--- config.mk ---
export PLATFORM = sky130hd
export DESIGN_NAME = desc_queue_ctrl
export DESIGN_NICKNAME = d
export VERILOG_FILES = /design/src/rtl/dq_pkg.sv /design/src/rtl/dq_reg_dec.sv /design/src/rtl/dq_prio_queue.sv /design/src/rtl/dq_lat_timer.sv /design/src/rtl/desc_queue_ctrl.sv
export SDC_FILE = /design/constraint.sdc
export NUM_CORES = 2
export LEC_CHECK = 0
export BUFFER_PORTS_ARGS = -buffer_cell sky130_fd_sc_hd__buf_4
export CAP_MARGIN = 30
export CELL_PAD_IN_SITES_DETAIL_PLACEMENT = 0
export CELL_PAD_IN_SITES_GLOBAL_PLACEMENT = 1
export CORE_MARGIN = 3
export CORE_UTILIZATION = 46
export DETAILED_ROUTE_END_ITERATION = 10
export PLACE_DENSITY_LB_ADDON = 0.1
export SETUP_SLACK_MARGIN = 0.05
export SLEW_MARGIN = 15
export SYNTH_ARGS = -nofsm -noshare
export SYNTH_HDL_FRONTEND = slang
export SYNTH_SLANG_ARGS = --single-unit
export TNS_END_PERCENT = 10
--- constraint.sdc ---
create_clock -name clk -period 19.8 [get_ports clk]
set_clock_uncertainty 0.1 [all_clocks]
set_input_delay 0.99 -clock clk [delete_from_list [all_inputs] [get_ports clk]]
set_output_delay 0.99 -clock clk [all_outputs]
set_load 0.05 [all_outputs]
--- src/rtl/dq_pkg.sv ---
package dq_pkg;
    localparam int DQ_AW = 32;
    localparam int DQ_DW = 32;

    // master block byte offsets
    localparam logic [DQ_AW-1:0] MB_CTL   = 32'd0;
    localparam logic [DQ_AW-1:0] MB_HEAD  = 32'd8;
    localparam logic [DQ_AW-1:0] MB_STS   = 32'd20;
    localparam logic [DQ_AW-1:0] MB_CADDR = 32'd24;
    localparam logic [DQ_AW-1:0] MB_CTX   = 32'd28;

    // descriptor byte offsets
    localparam logic [DQ_AW-1:0] DS_NEXT = 32'd0;
    localparam logic [DQ_AW-1:0] DS_CW1  = 32'd4;
    localparam logic [DQ_AW-1:0] DS_CTX  = 32'd20;

    localparam int CTL_QUEUED = 4;
    localparam int CTL_IMMED  = 0;

    typedef enum logic [3:0] {
        S_IDLE, S_RD_CTL, S_CLR_STS, S_RD_HEAD, S_RD_LINK, S_RD_CW1,
        S_SCHED, S_RECHECK, S_EXEC, S_RD_CTX, S_WB_CTX, S_WB_CADDR,
        S_WB_STS, S_ID_WR
    } dq_state_t;

    typedef struct packed {
        logic [DQ_AW-1:0] addr;
        logic [7:0]       prio;
        logic             intr;
    } qent_t;
endpackage

--- src/rtl/dq_reg_dec.sv ---
module dq_reg_dec (
    input  logic       reg_wr,
    input  logic [1:0] reg_addr,
    output logic       start_p,
    output logic       id_p,
    output logic       soft_p,
    output logic       hard_p
);
    always_comb begin
        start_p = 1'b0;
        id_p    = 1'b0;
        soft_p  = 1'b0;
        hard_p  = 1'b0;
        if (reg_wr) begin
            unique case (reg_addr)
                2'd0: start_p = 1'b1;
                2'd1: id_p    = 1'b1;
                2'd2: soft_p  = 1'b1;
                2'd3: hard_p  = 1'b1;
                default: ;
            endcase
        end
    end
endmodule

--- src/rtl/dq_prio_queue.sv ---
module dq_prio_queue
    import dq_pkg::*;
#(
    parameter int DEPTH = 32
) (
    input  logic  clk,
    input  logic  rst_n,
    input  logic  flush,
    input  logic  ins,
    input  qent_t ins_ent,
    input  logic  pop,
    output qent_t head,
    output logic  full,
    output logic  empty
);
    localparam int CW = $clog2(DEPTH + 1);

    qent_t          q  [DEPTH];
    qent_t          lo [DEPTH];
    qent_t          hi [DEPTH];
    logic [CW-1:0]  count;
    logic [CW-1:0]  pos;

    // neighbour taps for shifting down on insert and up on pop
    for (genvar g = 0; g < DEPTH; g++) begin : g_nbr
        if (g == 0) begin : g_first
            assign lo[g] = ins_ent;
        end else begin : g_rest
            assign lo[g] = q[g-1];
        end
        if (g == DEPTH - 1) begin : g_last
            assign hi[g] = '0;
        end else begin : g_mid
            assign hi[g] = q[g+1];
        end
    end

    // new entry goes behind every valid entry of equal or higher priority
    always_comb begin
        pos = '0;
        for (int i = 0; i < DEPTH; i++) begin
            if (CW'(i) < count && q[i].prio >= ins_ent.prio)
                pos = pos + CW'(1);
        end
    end

    always_ff @(posedge clk or negedge rst_n) begin
        if (!rst_n) begin
            count <= '0;
            for (int i = 0; i < DEPTH; i++) q[i] <= '0;
        end else if (flush) begin
            count <= '0;
        end else if (ins) begin
            count <= count + CW'(1);
            for (int i = 0; i < DEPTH; i++) begin
                if (CW'(i) == pos)     q[i] <= ins_ent;
                else if (CW'(i) > pos) q[i] <= lo[i];
            end
        end else if (pop && count != '0) begin
            count <= count - CW'(1);
            for (int i = 0; i < DEPTH; i++) q[i] <= hi[i];
        end
    end

    assign head  = q[0];
    assign full  = (count == CW'(DEPTH));
    assign empty = (count == '0);

    a_r9_no_overflow: assert property (@(posedge clk) disable iff (!rst_n)
        (ins && !flush) |-> !full);
    a_r9_count_bound: assert property (@(posedge clk) disable iff (!rst_n)
        count <= CW'(DEPTH));
    a_r5_head_sorted: assert property (@(posedge clk) disable iff (!rst_n)
        (count >= CW'(2)) |-> (q[0].prio >= q[1].prio));
endmodule

--- src/rtl/dq_lat_timer.sv ---
module dq_lat_timer #(
    parameter int LAT_W = 16
) (
    input  logic             clk,
    input  logic             rst_n,
    input  logic             load,
    input  logic [LAT_W-1:0] lat,
    input  logic             run,
    output logic             done
);
    logic [LAT_W-1:0] cnt;

    always_ff @(posedge clk or negedge rst_n) begin
        if (!rst_n)                 cnt <= '0;
        else if (load)              cnt <= lat;
        else if (run && cnt != '0)  cnt <= cnt - LAT_W'(1);
    end

    assign done = run && (cnt == '0);
endmodule

--- src/rtl/desc_queue_ctrl.sv ---
module desc_queue_ctrl
    import dq_pkg::*;
#(
    parameter int         QDEPTH   = 32,
    parameter int         LAT_W    = 16,
    parameter logic [7:0] CODE_REV = 8'h12
) (
    input  logic             clk,
    input  logic             rst_n,
    input  logic             reg_wr,
    input  logic [1:0]       reg_addr,
    input  logic [31:0]      reg_wdata,
    output logic             mem_req,
    output logic             mem_we,
    output logic [31:0]      mem_addr,
    output logic [31:0]      mem_wdata,
    input  logic             mem_gnt,
    input  logic [31:0]      mem_rdata,
    input  logic [LAT_W-1:0] cmd_lat,
    input  logic [1:0]       cmd_err,
    output logic             irq
);
    localparam logic [DQ_DW-1:0] ID_WORD = {8'hFF, CODE_REV, 8'h00, 8'h01};

    dq_state_t        state, state_n;
    logic             start_p, id_p, soft_p, hard_p;
    logic             xfer;
    logic [DQ_AW-1:0] mb, cur, nxt, tail, id_addr;
    logic [DQ_DW-1:0] ctx;
    logic [1:0]       err_q;
    logic             imm, id_pend, id_ret, stop_pend, irq_q;
    qent_t            exec_ent, q_head, ins_ent;
    logic             q_full, q_empty, q_ins, q_pop, q_flush;
    logic             t_done;

    dq_reg_dec u_dec (
        .reg_wr  (reg_wr),
        .reg_addr(reg_addr),
        .start_p (start_p),
        .id_p    (id_p),
        .soft_p  (soft_p),
        .hard_p  (hard_p)
    );

    assign xfer    = mem_req && mem_gnt;
    assign ins_ent = '{addr: cur, prio: mem_rdata[31:24], intr: mem_rdata[23]};
    assign q_ins   = (state == S_RD_CW1) && xfer;
    assign q_pop   = (state == S_SCHED) && (state_n == S_EXEC);
    assign q_flush = hard_p || ((state != S_IDLE) && (state_n == S_IDLE));

    dq_prio_queue #(.DEPTH(QDEPTH)) u_q (
        .clk    (clk),
        .rst_n  (rst_n),
        .flush  (q_flush),
        .ins    (q_ins),
        .ins_ent(ins_ent),
        .pop    (q_pop),
        .head   (q_head),
        .full   (q_full),
        .empty  (q_empty)
    );

    dq_lat_timer #(.LAT_W(LAT_W)) u_t (
        .clk  (clk),
        .rst_n(rst_n),
        .load (q_pop),
        .lat  (cmd_lat),
        .run  (state == S_EXEC),
        .done (t_done)
    );

    // next-state logic
    always_comb begin
        state_n = state;
        unique case (state)
            S_IDLE: begin
                if (start_p)      state_n = S_RD_CTL;
                else if (id_pend) state_n = S_ID_WR;
            end
            S_RD_CTL: if (xfer) begin
                if (stop_pend)    state_n = S_IDLE;
                else if (mem_rdata[CTL_QUEUED] || mem_rdata[CTL_IMMED])
                                  state_n = S_CLR_STS;
                else              state_n = S_IDLE;
            end
            S_CLR_STS: if (xfer) state_n = stop_pend ? S_IDLE : S_RD_HEAD;
            S_RD_HEAD: if (xfer) begin
                if (stop_pend || mem_rdata == '0) state_n = S_IDLE;
                else                              state_n = S_RD_LINK;
            end
            S_RD_LINK: if (xfer) state_n = stop_pend ? S_IDLE : S_RD_CW1;
            S_RD_CW1:  if (xfer) state_n = stop_pend ? S_IDLE : S_SCHED;
            S_SCHED: begin
                if (stop_pend)                          state_n = S_IDLE;
                else if (id_pend)                       state_n = S_ID_WR;
                else if (!imm && cur != '0 && !q_full)  state_n = S_RD_LINK;
                else if (!q_empty)                      state_n = S_EXEC;
                else if (!imm && tail != '0)            state_n = S_RECHECK;
                else                                    state_n = S_IDLE;
            end
            S_RECHECK: if (xfer) begin
                if (stop_pend || mem_rdata == '0) state_n = S_IDLE;
                else                              state_n = S_SCHED;
            end
            S_EXEC: begin
                if (stop_pend)   state_n = S_IDLE;
                else if (t_done) state_n = S_RD_CTX;
            end
            S_RD_CTX:   if (xfer) state_n = stop_pend ? S_IDLE : S_WB_CTX;
            S_WB_CTX:   if (xfer) state_n = stop_pend ? S_IDLE : S_WB_CADDR;
            S_WB_CADDR: if (xfer) state_n = stop_pend ? S_IDLE : S_WB_STS;
            S_WB_STS:   if (xfer) state_n = stop_pend ? S_IDLE : S_SCHED;
            S_ID_WR: if (xfer) begin
                if (stop_pend)   state_n = S_IDLE;
                else             state_n = id_ret ? S_SCHED : S_IDLE;
            end
            default: state_n = S_IDLE;
        endcase
    end

    // state register
    always_ff @(posedge clk or negedge rst_n) begin
        if (!rst_n)      state <= S_IDLE;
        else if (hard_p) state <= S_IDLE;
        else             state <= state_n;
    end

    // memory port outputs
    always_comb begin
        mem_req   = 1'b1;
        mem_we    = 1'b0;
        mem_addr  = '0;
        mem_wdata = '0;
        unique case (state)
            S_RD_CTL:   mem_addr = mb + MB_CTL;
            S_CLR_STS:  begin mem_we = 1'b1; mem_addr = mb + MB_STS; end
            S_RD_HEAD:  mem_addr = mb + MB_HEAD;
            S_RD_LINK:  mem_addr = cur + DS_NEXT;
            S_RD_CW1:   mem_addr = cur + DS_CW1;
            S_RECHECK:  mem_addr = tail + DS_NEXT;
            S_RD_CTX:   mem_addr = exec_ent.addr + DS_CTX;
            S_WB_CTX:   begin mem_we = 1'b1; mem_addr = mb + MB_CTX; mem_wdata = ctx; end
            S_WB_CADDR: begin mem_we = 1'b1; mem_addr = mb + MB_CADDR; mem_wdata = exec_ent.addr; end
            S_WB_STS:   begin
                mem_we    = 1'b1;
                mem_addr  = mb + MB_STS;
                mem_wdata = {24'd0, 1'b1, 5'd0, err_q};
            end
            S_ID_WR:    begin mem_we = 1'b1; mem_addr = id_addr; mem_wdata = ID_WORD; end
            default:    mem_req = 1'b0;
        endcase
    end

    assign irq = irq_q;

    // datapath registers
    always_ff @(posedge clk or negedge rst_n) begin
        if (!rst_n) begin
            mb <= '0; cur <= '0; nxt <= '0; tail <= '0; id_addr <= '0;
            ctx <= '0; err_q <= '0; imm <= 1'b0; id_pend <= 1'b0;
            id_ret <= 1'b0; stop_pend <= 1'b0; irq_q <= 1'b0;
            exec_ent <= '0;
        end else if (hard_p) begin
            id_pend   <= 1'b0;
            stop_pend <= 1'b0;
            irq_q     <= 1'b0;
        end else begin
            irq_q <= 1'b0;
            if (state == S_IDLE && start_p) begin
                mb   <= reg_wdata;
                cur  <= '0;
                tail <= '0;
            end
            if (id_p) begin
                id_pend <= 1'b1;
                id_addr <= reg_wdata;
            end else if (state == S_ID_WR && xfer) begin
                id_pend <= 1'b0;
            end
            if (state_n == S_ID_WR && state != S_ID_WR)
                id_ret <= (state == S_SCHED);
            if (soft_p && state != S_IDLE) stop_pend <= 1'b1;
            else if (state == S_IDLE)      stop_pend <= 1'b0;
            if (xfer) begin
                unique case (state)
                    S_RD_CTL:  imm <= !mem_rdata[CTL_QUEUED] && mem_rdata[CTL_IMMED];
                    S_RD_HEAD: cur <= mem_rdata;
                    S_RD_LINK: nxt <= mem_rdata;
                    S_RD_CW1:  begin tail <= cur; cur <= nxt; end
                    S_RECHECK: cur <= mem_rdata;
                    S_RD_CTX:  ctx <= mem_rdata;
                    S_WB_STS:  irq_q <= exec_ent.intr;
                    default: ;
                endcase
            end
            if (q_pop) exec_ent <= q_head;
            if (state == S_EXEC && t_done) err_q <= cmd_err;
        end
    end

    a_r3_req_held: assert property (@(posedge clk) disable iff (!rst_n)
        (mem_req && !mem_gnt && !hard_p) |=>
            (mem_req && $stable(mem_addr) && $stable(mem_we) && $stable(mem_wdata)));
    a_r13_hard_drop: assert property (@(posedge clk) disable iff (!rst_n)
        hard_p |=> !mem_req);
    a_r8_irq_single: assert property (@(posedge clk) disable iff (!rst_n)
        irq |=> !irq);
    a_r8_irq_after_sts: assert property (@(posedge clk) disable iff (!rst_n)
        $rose(irq) |-> $past(mem_req && mem_gnt && mem_we && mem_addr == mb + MB_STS));
    a_r12_stop_no_sched: assert property (@(posedge clk) disable iff (!rst_n)
        (stop_pend && state == S_SCHED && !hard_p) |=> (state == S_IDLE));
endmodule

==> flow_summary.json <==
{
  "clk_pin_slew_worst_paths_ns": 0.07,
  "mostFrequentLayoutCell": "dfrtp_1",
  "finalSetupViolCount": 1312,
  "io_buffer_count": 154,
  "final_cell_mix": "1,538 x dfrtp_1, 1,121 x mux2i_1, 998 x nand2_1",
  "p_clk_frac": 0.251,
  "slowest_delay_ns": 0.40,
  "p_int_mw": 8.35,
  "cts_sinks": 1570,
  "drv_cap": 0,
  "worstMarginPinSlew_ns": 1.22,
  "clock_latency_ns": 0.85,
  "finalMaxSlewViolations": 0,
  "ir_drop_uv": 101,
  "synth_edf_count": 0,
  "grt_max_degree": 205,
  "htreeDepth": 4,
  "ys_async_sr_fraction": 1.00,
  "critPathRequiredTime_ns": 20.46,
  "viasPerCell": 6.52,
  "postPlaceCellArea_sq_mm": 0.110,
  "arrival_ns": 21.12,
  "hold_viol": 5,
  "grt.total_usage": 0.376,
  "first_global_vias": 89207,
  "die_y_um": 468,
  "final_cells": 13952,
  "coreArea_sq_mm": 0.211,
  "cpLargestDelayFamily": "adder cells",
  "status": "finished, violations left",
  "grt_setup_unrepaired": "true",
  "grt_overflow": 0,
  "drt_pre_antenna_iters": 10,
  "utilization": 0.567,
  "cp_max_fo": 7,
  "hold_buffers": 0,
  "start_util": 0.465,
  "die_w_um": 468,
  "tns_ns": -627.05,
  "finalNetCount": 11379,
  "synth.yosys.seq_area_share": 0.400,
  "crit_path_frequent_cell": "buf_4",
  "design.die.area_sq_mm": 0.219,
  "powerDensity_mw_per_mm2": 117,
  "pin_count": 155,
  "antenna_left": 0,
  "switching_share": 0.402,
  "yosysWarnings": 0,
  "ys_types": 101,
  "postSynthCellCount": 10549,
  "hp-class": "in -> async",
  "yosys-top-cells-area": "dfrtp_1 40%, mux2i_1 12%, nand2_1 3.9%",
  "pwr-share-seq": 0.404,
  "cts_buffers": 180,
  "synth_seq_cells": 1570,
  "num_vias": 90926,
  "violations": "hold timing, setup timing",
  "synth_top_cell_by_area": "dfrtp_1",
  "dp_cells": 13454,
  "whs_ns": -0.0378,
  "synth_nets": 10934,
  "max-slew-margin-rel": 0.186,
  "fin_area_sq_mm": 0.120,
  "timing.final.crit_share": 1.03,
  "yosysTopAreaCellShare": 0.400,
  "cp-start-kind": "flip-flop",
  "antenna_found_initial": 26,
  "grt_first_pass_wirelength_mm": 616,
  "p_total_mw": 14.0,
  "post_drt_wl_per_cell_um": 31.0,
  "clockRootBuffer": "clkbuf_16",
  "drc": 0,
  "path_buf_inv": 35,
  "worstSetupPathType": "reg -> reg",
  "path_depth": 125,
  "clockBufferDepth": 3,
  "place_congestion": 0.998,
  "syn_to_final_growth_pct": 21.9,
  "synth_flop_cell": "dfrtp_1",
  "dp_worst_setup_slack_ns": -2.09,
  "wl_mm": 432,
  "combPwrFrac": 0.344,
  "endpoint_kind": "flip-flop",
  "slowest_stage": "dfrtp_1",
  "fin_crit_ns": 20.46,
  "std_cell_rows": 168,
  "drive_above_1_share": 0.201,
  "fin_ws_ns": -0.661,
  "leakage_nw": 56.3,
  "drt_first_iter_violations": 10511,
  "cts_tree": "built",
  "synth_area_sq_mm": 0.0982,
  "syn_avg_cell_area_sq_um": 9.31,
  "reg2reg_depth": 125,
  "max_freq_ghz": 0.0489,
  "hpwl_mm": 296,
  "netSwitchingPower_mw": 5.61
}
-- power groups by stage --
stage          logic, mW  clock network [mW]  registers (mW)
4_1_cts             4.60                3.54            5.55
5_1_grt             5.21                3.67            5.72
3_5_place_dp        4.51                   0            5.60
2_1_floorplan       3.01                   0            4.96
3_3_place_gp        4.40                   0            5.57
6_report            4.81                3.51            5.65
-- final timing paths --
check / startpoint / to / slack (ns)
max in group asynchronous: rst_n / mb[10] / 16.12
max: u_q.head[1] / u_q.hi[1065] / -0.66
min reg2reg: u_q.hi[73] / u_q.hi[73] / 0.37
min: rst_n / u_q.hi[44] / -0.04
min in group clk: cmd_lat[13] / u_t.cnt[13] / 0.24
max reg2reg: u_q.head[1] / u_q.hi[1065] / -0.66
-- sequential cells by signal, indices dropped and copies added (netlist names) --
signal     flops
u_t.cnt       16
u_q.hi      1271
stop_pend      1
id_pend        1
id_ret         1
irq            1
tail          32
u_q.count      6
cur           32
mb            32
u_q.head      41
err_q          2
exec_ent      33
id_addr       32
state          4
ctx           32
imm            1
nxt           32
-- area by class of cell --
class,instances,area [sq um]
fill,18616,91300
multi-input combinational,7876,57100
sequential,1570,39300
timing repair buffer,1261,13200
clock buffer,258,5230
tap,2805,3510
clock inverter,66,842
inverter,105,509
antenna,11,27.5
-- synthesized netlist by cell type, types with 153 or more instances --
master / instances
dfrtp_1: 1570
mux2i_1: 1145
nand2_1: 1015
clkbuf_1: 761
o21ai_0: 722
nor2_1: 721
a21oi_1: 458
o211ai_1: 389
nand3_1: 338
a211oi_1: 314
a21o_1: 300
ha_1: 296
and3_1: 249
mux2_2: 196
buf_2: 156
nor3_1: 153
-- metal layers --
metal	vias up	global-route usage	wire, um	part of all wire
li1	39518	-	-	-
met1	46394	0.532	186000	0.43
met2	4135	0.541	183000	0.42
met3	863	0.0930	40300	0.093
met4	16	0.172	23300	0.054
met5	-	0	101	0.00023
-- repair_timing --
action / in CTS / in global routing
gates cloned: 12 / 31
pin swaps: 62 / 122
setup endpoints to repair: 1312 / 1312
hold endpoints to repair: 0 / 0
gates resized for setup: 148 / 290
buffers inserted: 49 / 62
-- kinds of logic (layout without fill, tap and decap cells) --
| kind of cell | count (synthesis) | count (layout) | share of synthesized area |
|---|---|---|---|
| and+or+nand+nor | 3008 | 3009 | 0.144 |
| AOI/OAI and AO/OA | 2887 | 2887 | 0.196 |
| DFF | 1570 | 1570 | 0.400 |
| muxes | 1446 | 1446 | 0.151 |
| buffers and inverters | 1104 | 1690 | 0.0462 |
| adders and majority gates | 297 | 297 | 0.0379 |
| xor gates and xnor gates | 237 | 237 | 0.0247 |
| other | 0 | 11 | 0 |
-- worst register-to-register path, delay by kind of cell, from the launching register on --
| kind | cells | cell delay, ns |
|---|---|---|
| buf+inv | 35 | 4.06 |
| simple gates | 26 | 2.68 |
| mux | 7 | 1.51 |
| fa+ha+maj | 22 | 5.49 |
| flops | 1 | 0.40 |
| compound gates | 29 | 4.65 |
| xor+xnor | 6 | 1.53 |
Power figures use the tool's default switching activity.
